--- src/rtl/wdt_pair_pkg.sv ---
package wdt_pair_pkg;

   localparam int unsigned WORD_W  = 32;
   localparam int unsigned FIELD_W = 15;

   // Register word as seen by software; positions are decoded by drivers.
   typedef struct packed {
      logic               act_en;   // [31]
      logic [FIELD_W-1:0] limit;    // [30:16]
      logic               spare;    // [15] reads zero
      logic [FIELD_W-1:0] count;    // [14:0] live count, read-only
   } wdt_word_t;

   localparam int unsigned IDX_RESET = 0;
   localparam int unsigned IDX_GUARD = 1;
   localparam int unsigned NUM_TMR   = 2;

endpackage

--- src/rtl/wdt_tick_gen.sv ---
module wdt_tick_gen #(
   parameter int unsigned DIV = 1_250_000
) (
   input  logic clk,
   input  logic rst_n,
   output logic tick
);
   localparam int unsigned PW = (DIV > 1) ? $clog2(DIV) : 1;
   localparam logic [PW-1:0] LAST = PW'(DIV - 1);

   logic [PW-1:0] phase_q;

   always_ff @(posedge clk or negedge rst_n) begin
      if (!rst_n)
         phase_q <= '0;
      else if (phase_q == LAST)
         phase_q <= '0;
      else
         phase_q <= phase_q + 1'b1;
   end

   assign tick = (phase_q == LAST);
endmodule

--- src/rtl/wdt_timer.sv ---
module wdt_timer
   import wdt_pair_pkg::*;
#(
   parameter int unsigned CNT_W = 15
) (
   input  logic             clk,
   input  logic             rst_n,
   input  logic             tick,
   input  logic             load,
   input  logic             load_en,
   input  logic [CNT_W-1:0] load_limit,
   output wdt_word_t        view,
   output logic             fire
);
   logic             en_q;
   logic [CNT_W-1:0] limit_q;
   logic [CNT_W-1:0] cnt_q;
   logic             armed;
   logic             at_limit;

   assign armed    = (limit_q != '0);
   assign at_limit = (cnt_q == limit_q);

   always_ff @(posedge clk or negedge rst_n) begin
      if (!rst_n) begin
         en_q    <= 1'b0;
         limit_q <= '0;
         cnt_q   <= '0;
      end else if (load) begin
         // service write: reconfigure and restart, wins over a tick
         en_q    <= load_en;
         limit_q <= load_limit;
         cnt_q   <= '0;
      end else if (tick && armed && !at_limit) begin
         cnt_q   <= cnt_q + 1'b1;
      end
   end

   assign fire = en_q & armed & at_limit;

   always_comb begin
      view                    = '0;
      view.act_en             = en_q;
      view.limit[CNT_W-1:0]   = limit_q;
      view.count[CNT_W-1:0]   = cnt_q;
   end
endmodule

--- src/rtl/wdt_rd_mux.sv ---
module wdt_rd_mux
   import wdt_pair_pkg::*;
(
   input  logic                    sel,
   input  wdt_word_t [NUM_TMR-1:0] words,
   output logic [WORD_W-1:0]       rdata
);
   always_comb begin
      rdata = words[sel];
   end
endmodule

--- src/rtl/wdt_pair.sv ---
module wdt_pair
   import wdt_pair_pkg::*;
#(
   parameter int unsigned TICK_DIV = 1_250_000,
   parameter int unsigned CNT_W    = 15
) (
   input  logic        clk,
   input  logic        rst_n,
   input  logic        reg_wr,
   input  logic        reg_sel,
   input  logic [31:0] reg_wdata,
   output logic [31:0] reg_rdata,
   output logic        sys_reset_req,
   output logic        guard_mode
);
   localparam int unsigned LIM_LSB = FIELD_W + 1;
   localparam int unsigned EN_BIT  = WORD_W - 1;

   if (CNT_W < 1 || CNT_W > FIELD_W) begin : g_bad_width
      $error("wdt_pair: CNT_W must lie in 1..15");
   end
   if (TICK_DIV < 2) begin : g_bad_div
      $error("wdt_pair: TICK_DIV must be at least 2");
   end

   logic                    tick;
   wdt_word_t [NUM_TMR-1:0] views;
   logic [NUM_TMR-1:0]      fires;
   logic                    unused_wbits;

   assign unused_wbits = ^reg_wdata;

   wdt_tick_gen #(.DIV(TICK_DIV)) u_tick (
      .clk   (clk),
      .rst_n (rst_n),
      .tick  (tick)
   );

   for (genvar t = 0; t < NUM_TMR; t++) begin : g_tmr
      wdt_timer #(.CNT_W(CNT_W)) u_tmr (
         .clk        (clk),
         .rst_n      (rst_n),
         .tick       (tick),
         .load       (reg_wr && (reg_sel == 1'(t))),
         .load_en    (reg_wdata[EN_BIT]),
         .load_limit (reg_wdata[LIM_LSB +: CNT_W]),
         .view       (views[t]),
         .fire       (fires[t])
      );
   end

   wdt_rd_mux u_rd (
      .sel   (reg_sel),
      .words (views),
      .rdata (reg_rdata)
   );

   assign sys_reset_req = fires[IDX_RESET];
   assign guard_mode    = fires[IDX_GUARD];
endmodule

--- config.mk ---
export PLATFORM = sky130hd
export DESIGN_NAME = wdt_pair
export DESIGN_NICKNAME = d
export VERILOG_FILES = /design/src/rtl/wdt_pair_pkg.sv /design/src/rtl/wdt_tick_gen.sv /design/src/rtl/wdt_timer.sv /design/src/rtl/wdt_rd_mux.sv /design/src/rtl/wdt_pair.sv
export SDC_FILE = /design/constraint.sdc
export NUM_CORES = 1
export LEC_CHECK = 0
export BUFFER_PORTS_ARGS = -buffer_cell sky130_fd_sc_hd__buf_2
export CAP_MARGIN = 20
export CORE_AREA = 10 10 101 103
export DETAILED_ROUTE_END_ITERATION = 8
export DIE_AREA = 0 0 111 113
export PLACE_DENSITY = 0.87
export SLEW_MARGIN = 20
export SYNTH_ARGS = -nofsm -noshare
export SYNTH_HDL_FRONTEND = slang
export SYNTH_HIERARCHICAL = 1
export SYNTH_SLANG_ARGS = --single-unit
--- constraint.sdc ---
create_clock -name clk -period 3.8 [get_ports clk]
set_input_delay 0.19 -clock clk [delete_from_list [all_inputs] [get_ports clk]]
set_output_delay 0.19 -clock clk [all_outputs]
set_load 0.02 [all_outputs]
Word-level counts from Yosys, hierarchy flattened
Cells that the tools add are included.
Widths: inputs -> output; s select.
Storage, ports and cells
  output and inout bits: 34
  input port bits: 36
  register bits: 83
  logic and storage cells: 38
Operators by class
  reductions and logical operators: 12
  add/subtract/negate cells: 3
  bitwise operators: 5
  order comparisons: 1
  multiplexer cells: 7
  equal/unequal tests: 3
Operators by type and width (count)
  $mux 32: 2
  $mux 15: 4
  $add 15x1->15 const B: 2
  $eq 15x15->1: 2
  $reduce_bool 15->1: 2
  $add 21x1->21 const B: 1
  $eq 21x21->1 const B: 1
  $mux 21: 1
  $logic_and 1x1->1: 6
  $and 1x1->1: 4
  $reduce_bool 2->1: 2
  $logic_not 1->1: 2
  $lt 1x2->1 const B: 1
  $not 1->1: 1

Logic depth before layout (Yosys ltp)
  depth in word-level cells: 5
  gate-level depth with buffers: 9
  gate-level depth less buffers: 8

Hierarchy
The synthesis kept the hierarchy.
Modules (own cells, without submodules)
  wdt_timer: sequential area each 775.7 µm², cells an instance 152, instances 2, area an instance 1681.6 µm²
  wdt_tick_gen: sequential area each 525.5 µm², cells an instance 99, instances 1, area an instance 1064.8 µm²
  wdt_rd_mux: sequential area each 0.0 µm², cells an instance 36, instances 1, area an instance 544.3 µm²
  wdt_pair: sequential area each 0.0 µm², cells an instance 2, instances 1, area an instance 16.3 µm²

Worst setup path after synthesis
No wires, ideal clock.
  path type: register to register
  start: register u_tick.phase_q[0]
  end: register g_tmr[0].u_tmr.cnt_q[5]
  data arrival time: 2.475 ns
  setup slack: 1.200 ns
  data required time: 3.675 ns
  library setup time: 0.125 ns
  buffers on the path: 1
  cell stages (with the launch flop): 10
  clock period less this slack: 2.600 ns
  cells stage by stage: dfrtp_1 -> ha_1 -> and3_1 -> nand3_1 -> nor3_1 -> nor2b_1 -> o21ai_2 -> buf_6 -> nor3_2 -> mux2_4
Between the ends
  longest elaborated chain between the ends: 4
RTL lines
  start: declaration: line wdt_tick_gen.sv:11  | logic [PW-1:0] phase_q;
  start signal: assignment: line wdt_tick_gen.sv:19  | phase_q <= phase_q + 1'b1;
  $eq 21x21->1: line wdt_tick_gen.sv:22  | assign tick = (phase_q == LAST);
  named net tick: line wdt_pair.sv:26  | logic tick;
  $logic_and 1x1->1 (2 in a row): line wdt_timer.sv:34  | end else if (tick && armed && !at_limit) begin
  $reduce_bool 2->1 (no line)
  end signal: assignment: line wdt_timer.sv:35  | cnt_q <= cnt_q + 1'b1;
  end: declaration: line wdt_timer.sv:17  | logic [CNT_W-1:0] cnt_q;
The timed path passes the listed nets, and every way through them passes these cells.
A chain may end at the register's enable or synchronous reset.

Worst setup path in the final report
  start: register u_tick.phase_q[0]
  end: register g_tmr[0].u_tmr.cnt_q[7]
Same word-level chain as after synthesis.

==> results.sh <==
export IMPL_worstSkewPairLatency_ns=0.37
export IMPL_overflow=0
export IMPL_slowest_stage="dfrtp_1"
export IMPL_synth_seq_area_share=0.416
export IMPL_crit_buf_inv=1
export IMPL_slowest_delay_ns=0.40
export IMPL_slew_viol_final=0
export IMPL_gp_congestion=0.905
export IMPL_die_w_um=111
export IMPL_power_switching_share=0.291
export IMPL_crit_chain="ha_1 > and3_1 > nand3_1 > nor3_1 > buf_4 > nor2b_1 > o21ai_2 > nor4_1 > mux2_1"
export IMPL_status="complete, no violations"
export IMPL_grt_pass1_wl_mm=18.8
export IMPL_worst_pin_slew_ns=0.769
export IMPL_worst_setup_path_end_kind="flop"
export IMPL_ant_nets=0
export IMPL_initial_core_util=0.613
export IMPL_synth_ff_type="dfrtp_1"
export IMPL_cts_tree="yes"
export IMPL_final_common_cell="dfrtp_1"
export IMPL_layout_nets=527
export IMPL_critPathLaunchType="flop"
export IMPL_fin_crit_ns=2.60
export IMPL_drive_gt1_frac=0.310
export IMPL_core_area_um2=8130
export IMPL_ys_ff_latch=83
export IMPL_synth_edf_count=0
export IMPL_cp_top_family="simple AND/OR/NAND/NOR gates"
export IMPL_hold_path_class="input port to flop"
export IMPL_fmax_mhz=384
export IMPL_syn_area_per_cell_um2=11.3
export IMPL_die_h_um=113
export IMPL_ys_types=51
export IMPL_syn_area_um2=4990
export IMPL_tns_ns=0
export IMPL_dieArea_um2=12500
export IMPL_internal_power_mw=1.40
export IMPL_stdcell_area_um2=5460
export IMPL_cp_arrival_ns=2.84
export IMPL_grt_setup_unrepaired="false"
export IMPL_viasPerCell=6.15
export IMPL_synthArstFlopShare=1.00
export IMPL_seqPwrFrac=0.513
export IMPL_post_drt_wl_per_cell_um=19.1
export IMPL_antenna_found_initial=0
export IMPL_drtIter0Drc=307
export IMPL_hold_viol_final=0
export IMPL_vias=3675
export IMPL_crit_required_ns=4.04
export IMPL_ys_warnings_count=6
export IMPL_p_sw_mw=0.577
export IMPL_syn_num_nets=480
export IMPL_h_tree_depth=3
export IMPL_mostFrequentLayoutCells="dfrtp_1 (83), buf_2 (51), xor2_1 (34), nor2_1 (33), mux2_4 (32)"
export IMPL_seq_area_um2=2080
export IMPL_port_buffers=52
export IMPL_combPwrFrac=0.151
export IMPL_critPathMaxFanout=12
export IMPL_grt_max_degree=84
export IMPL_period_share=0.685
export IMPL_cts_buffer_depth=2
export IMPL_n_fill_cell=591
export IMPL_grt_usage=0.181
export IMPL_drv_cap=0
export IMPL_clkSlewWorstSetupHoldPaths_ns=0.10
export IMPL_p_leak_nw=2.48
export IMPL_num_rows=33
export IMPL_vdd_drop_max_v=0.000277
export IMPL_hpwlAfterDp_mm=8.25
export IMPL_antenna_cells=0
export IMPL_multi_input_area_um2=2720
export IMPL_first_pass_iters=5
export IMPL_clockRootBuffer="clkbuf_8"
export IMPL_numCtsBuffers=9
export IMPL_clock_skew_ns=0.0181
export IMPL_ioPinCount=70
export IMPL_synthToLayoutAreaGrowth_pct=9.46
export IMPL_place_area_um2=5240
export IMPL_cts_resized=0
export IMPL_clock_sinks=83
export IMPL_powerDensity_nw_per_um2=363
export IMPL_grt_pass1_vias=3656
export IMPL_power_share_clock=0.336
export IMPL_path_class="flop to flop"
export IMPL_setup_viol=0
export IMPL_slew_headroom=0.484
export IMPL_syn_instance_count=441
export IMPL_route_detailed_drc=0
export IMPL_routed_wirelength_mm=11.4
## repair_timing
action | CTS | global route
setup buffers | 0 | 0
endpoints found under the hold margin | 0 | 83
hold buffers | 0 | 1
## layer usage
layer  wire length (um)  up-vias  GRT usage
met5                  0        -          0
met4                263        0     0.0729
met3                759       29     0.0386
met2               5370      137      0.285
met1               5010     1830      0.238
li1                   -     1679          -
## cells in the mapped netlist, types with 3 or more instances
| library cell | n | share of area |
|---|---|---|
| nor3_2 | 3 | 0.0060 |
| nand2_1 | 23 | 0.017 |
| buf_4 | 5 | 0.0075 |
| nand3_1 | 10 | 0.010 |
| buf_12 | 3 | 0.012 |
| nor2b_1 | 11 | 0.014 |
| or4_1 | 6 | 0.0090 |
| or3_1 | 10 | 0.013 |
| mux2_2 | 26 | 0.059 |
| a21oi_1 | 18 | 0.018 |
| o21ai_1 | 4 | 0.0040 |
| nor2_1 | 33 | 0.025 |
| mux2_1 | 14 | 0.032 |
| nand4_1 | 9 | 0.011 |
| nor3_1 | 8 | 0.0080 |
| nand4_4 | 4 | 0.017 |
| nor4_1 | 13 | 0.016 |
| nor4b_1 | 4 | 0.0070 |
| buf_6 | 3 | 0.0068 |
| o21ai_0 | 6 | 0.0060 |
| xnor2_1 | 17 | 0.030 |
| nor4_4 | 3 | 0.013 |
| dfrtp_1 | 83 | 0.42 |
| mux2_4 | 32 | 0.096 |
| xor2_1 | 34 | 0.060 |
| ha_1 | 3 | 0.0075 |
| and3_1 | 3 | 0.0038 |
| clkbuf_1 | 6 | 0.0045 |
| and4_1 | 4 | 0.0070 |
| o31ai_1 | 6 | 0.0090 |
| inv_1 | 7 | 0.0053 |
## per-stage QoR
step | utilization | setup WS [ns] | instances | total power, mW | hold slack (ns)
finish | 0.671 | 1.20 | 598 | 1.98 | 0.0545
global route | 0.671 | 1.00 | 598 | 2.06 | 0.0439
CTS | 0.670 | 1.21 | 597 | 1.98 | 0.0322
detailed placement | 0.644 | 1.24 | 581 | 1.33 | 0.422
global placement | 0.644 | 1.34 | 581 | 1.31 | 0.414
floorplan | - | 1.20 | 441 | 1.23 | -0.106
## layout make-up
class                   count  area share
clock inverters             6      0.0133
inverters                   7     0.00481
repair buffers             55      0.0534
multi-input cells         332       0.499
flip-flops and latches     83       0.380
clock buffers              10      0.0252
well taps                 105      0.0241
## cells by family (layout without fill, tap and decap cells)
family | after synthesis | count (layout) | share of synthesized area
buffers and inverters | 26 | 78 | 0.0376
other | 2 | 2 | 0.00151
xor gates and xnor gates | 51 | 51 | 0.0895
AOI/OAI and AO/OA | 41 | 41 | 0.0489
adders and majority gates | 3 | 3 | 0.00753
muxes | 74 | 74 | 0.191
DFF | 83 | 83 | 0.416
and+or+nand+nor | 161 | 161 | 0.208
## final timing paths
| kind | from | to | slack [ns] | cells past startpoint |
|---|---|---|---|---|
| min in group asynchronous | rst_n | g_tmr[1].u_tmr/cnt_q[13] | 0.40 | 2 |
| setup / recovery | u_tick/phase_q[0] | g_tmr[0].u_tmr/cnt_q[7] | 1.20 | 9 |
| setup reg to reg | u_tick/phase_q[0] | g_tmr[0].u_tmr/cnt_q[7] | 1.20 | 9 |
| hold reg to reg | u_tick/phase_q[0] | u_tick/phase_q[0] | 0.50 | 1 |
| max in group asynchronous | rst_n | u_tick/phase_q[15] | 2.85 | 2 |
| hold / removal | reg_wdata[26] | g_tmr[1].u_tmr/limit_q[10] | 0.05 | 2 |
## state kept, by name (all words and copies together) (netlist names)
signal,cells
g_tmr.u_tmr/cnt_q,30
g_tmr.u_tmr/limit_q,30
u_tick/phase_q,21
g_tmr.u_tmr/en_q,2
## power groups by stage
stage	sequential (mW)	clock (mW)	combinational (mW)
final	1.02	0.666	0.299
after global routing	1.02	0.714	0.322
after CTS	1.01	0.671	0.301
after detailed placement	1.03	0	0.298
after global placement	1.02	0	0.289
after floorplan	0.995	0	0.231
## worst reg2reg max path, delay by kind of cell (launching register included)
kind,cells,cell delay (ns)
multiplexers,1,0.35
AO/OA/AOI/OAI,1,0.19
adder cells (fa/ha/maj),1,0.24
buffers and inverters,1,0.23
AND/OR/NAND/NOR,5,1.08
flip-flops,1,0.40
No activity file was read; power rests on OpenSTA's default activity.
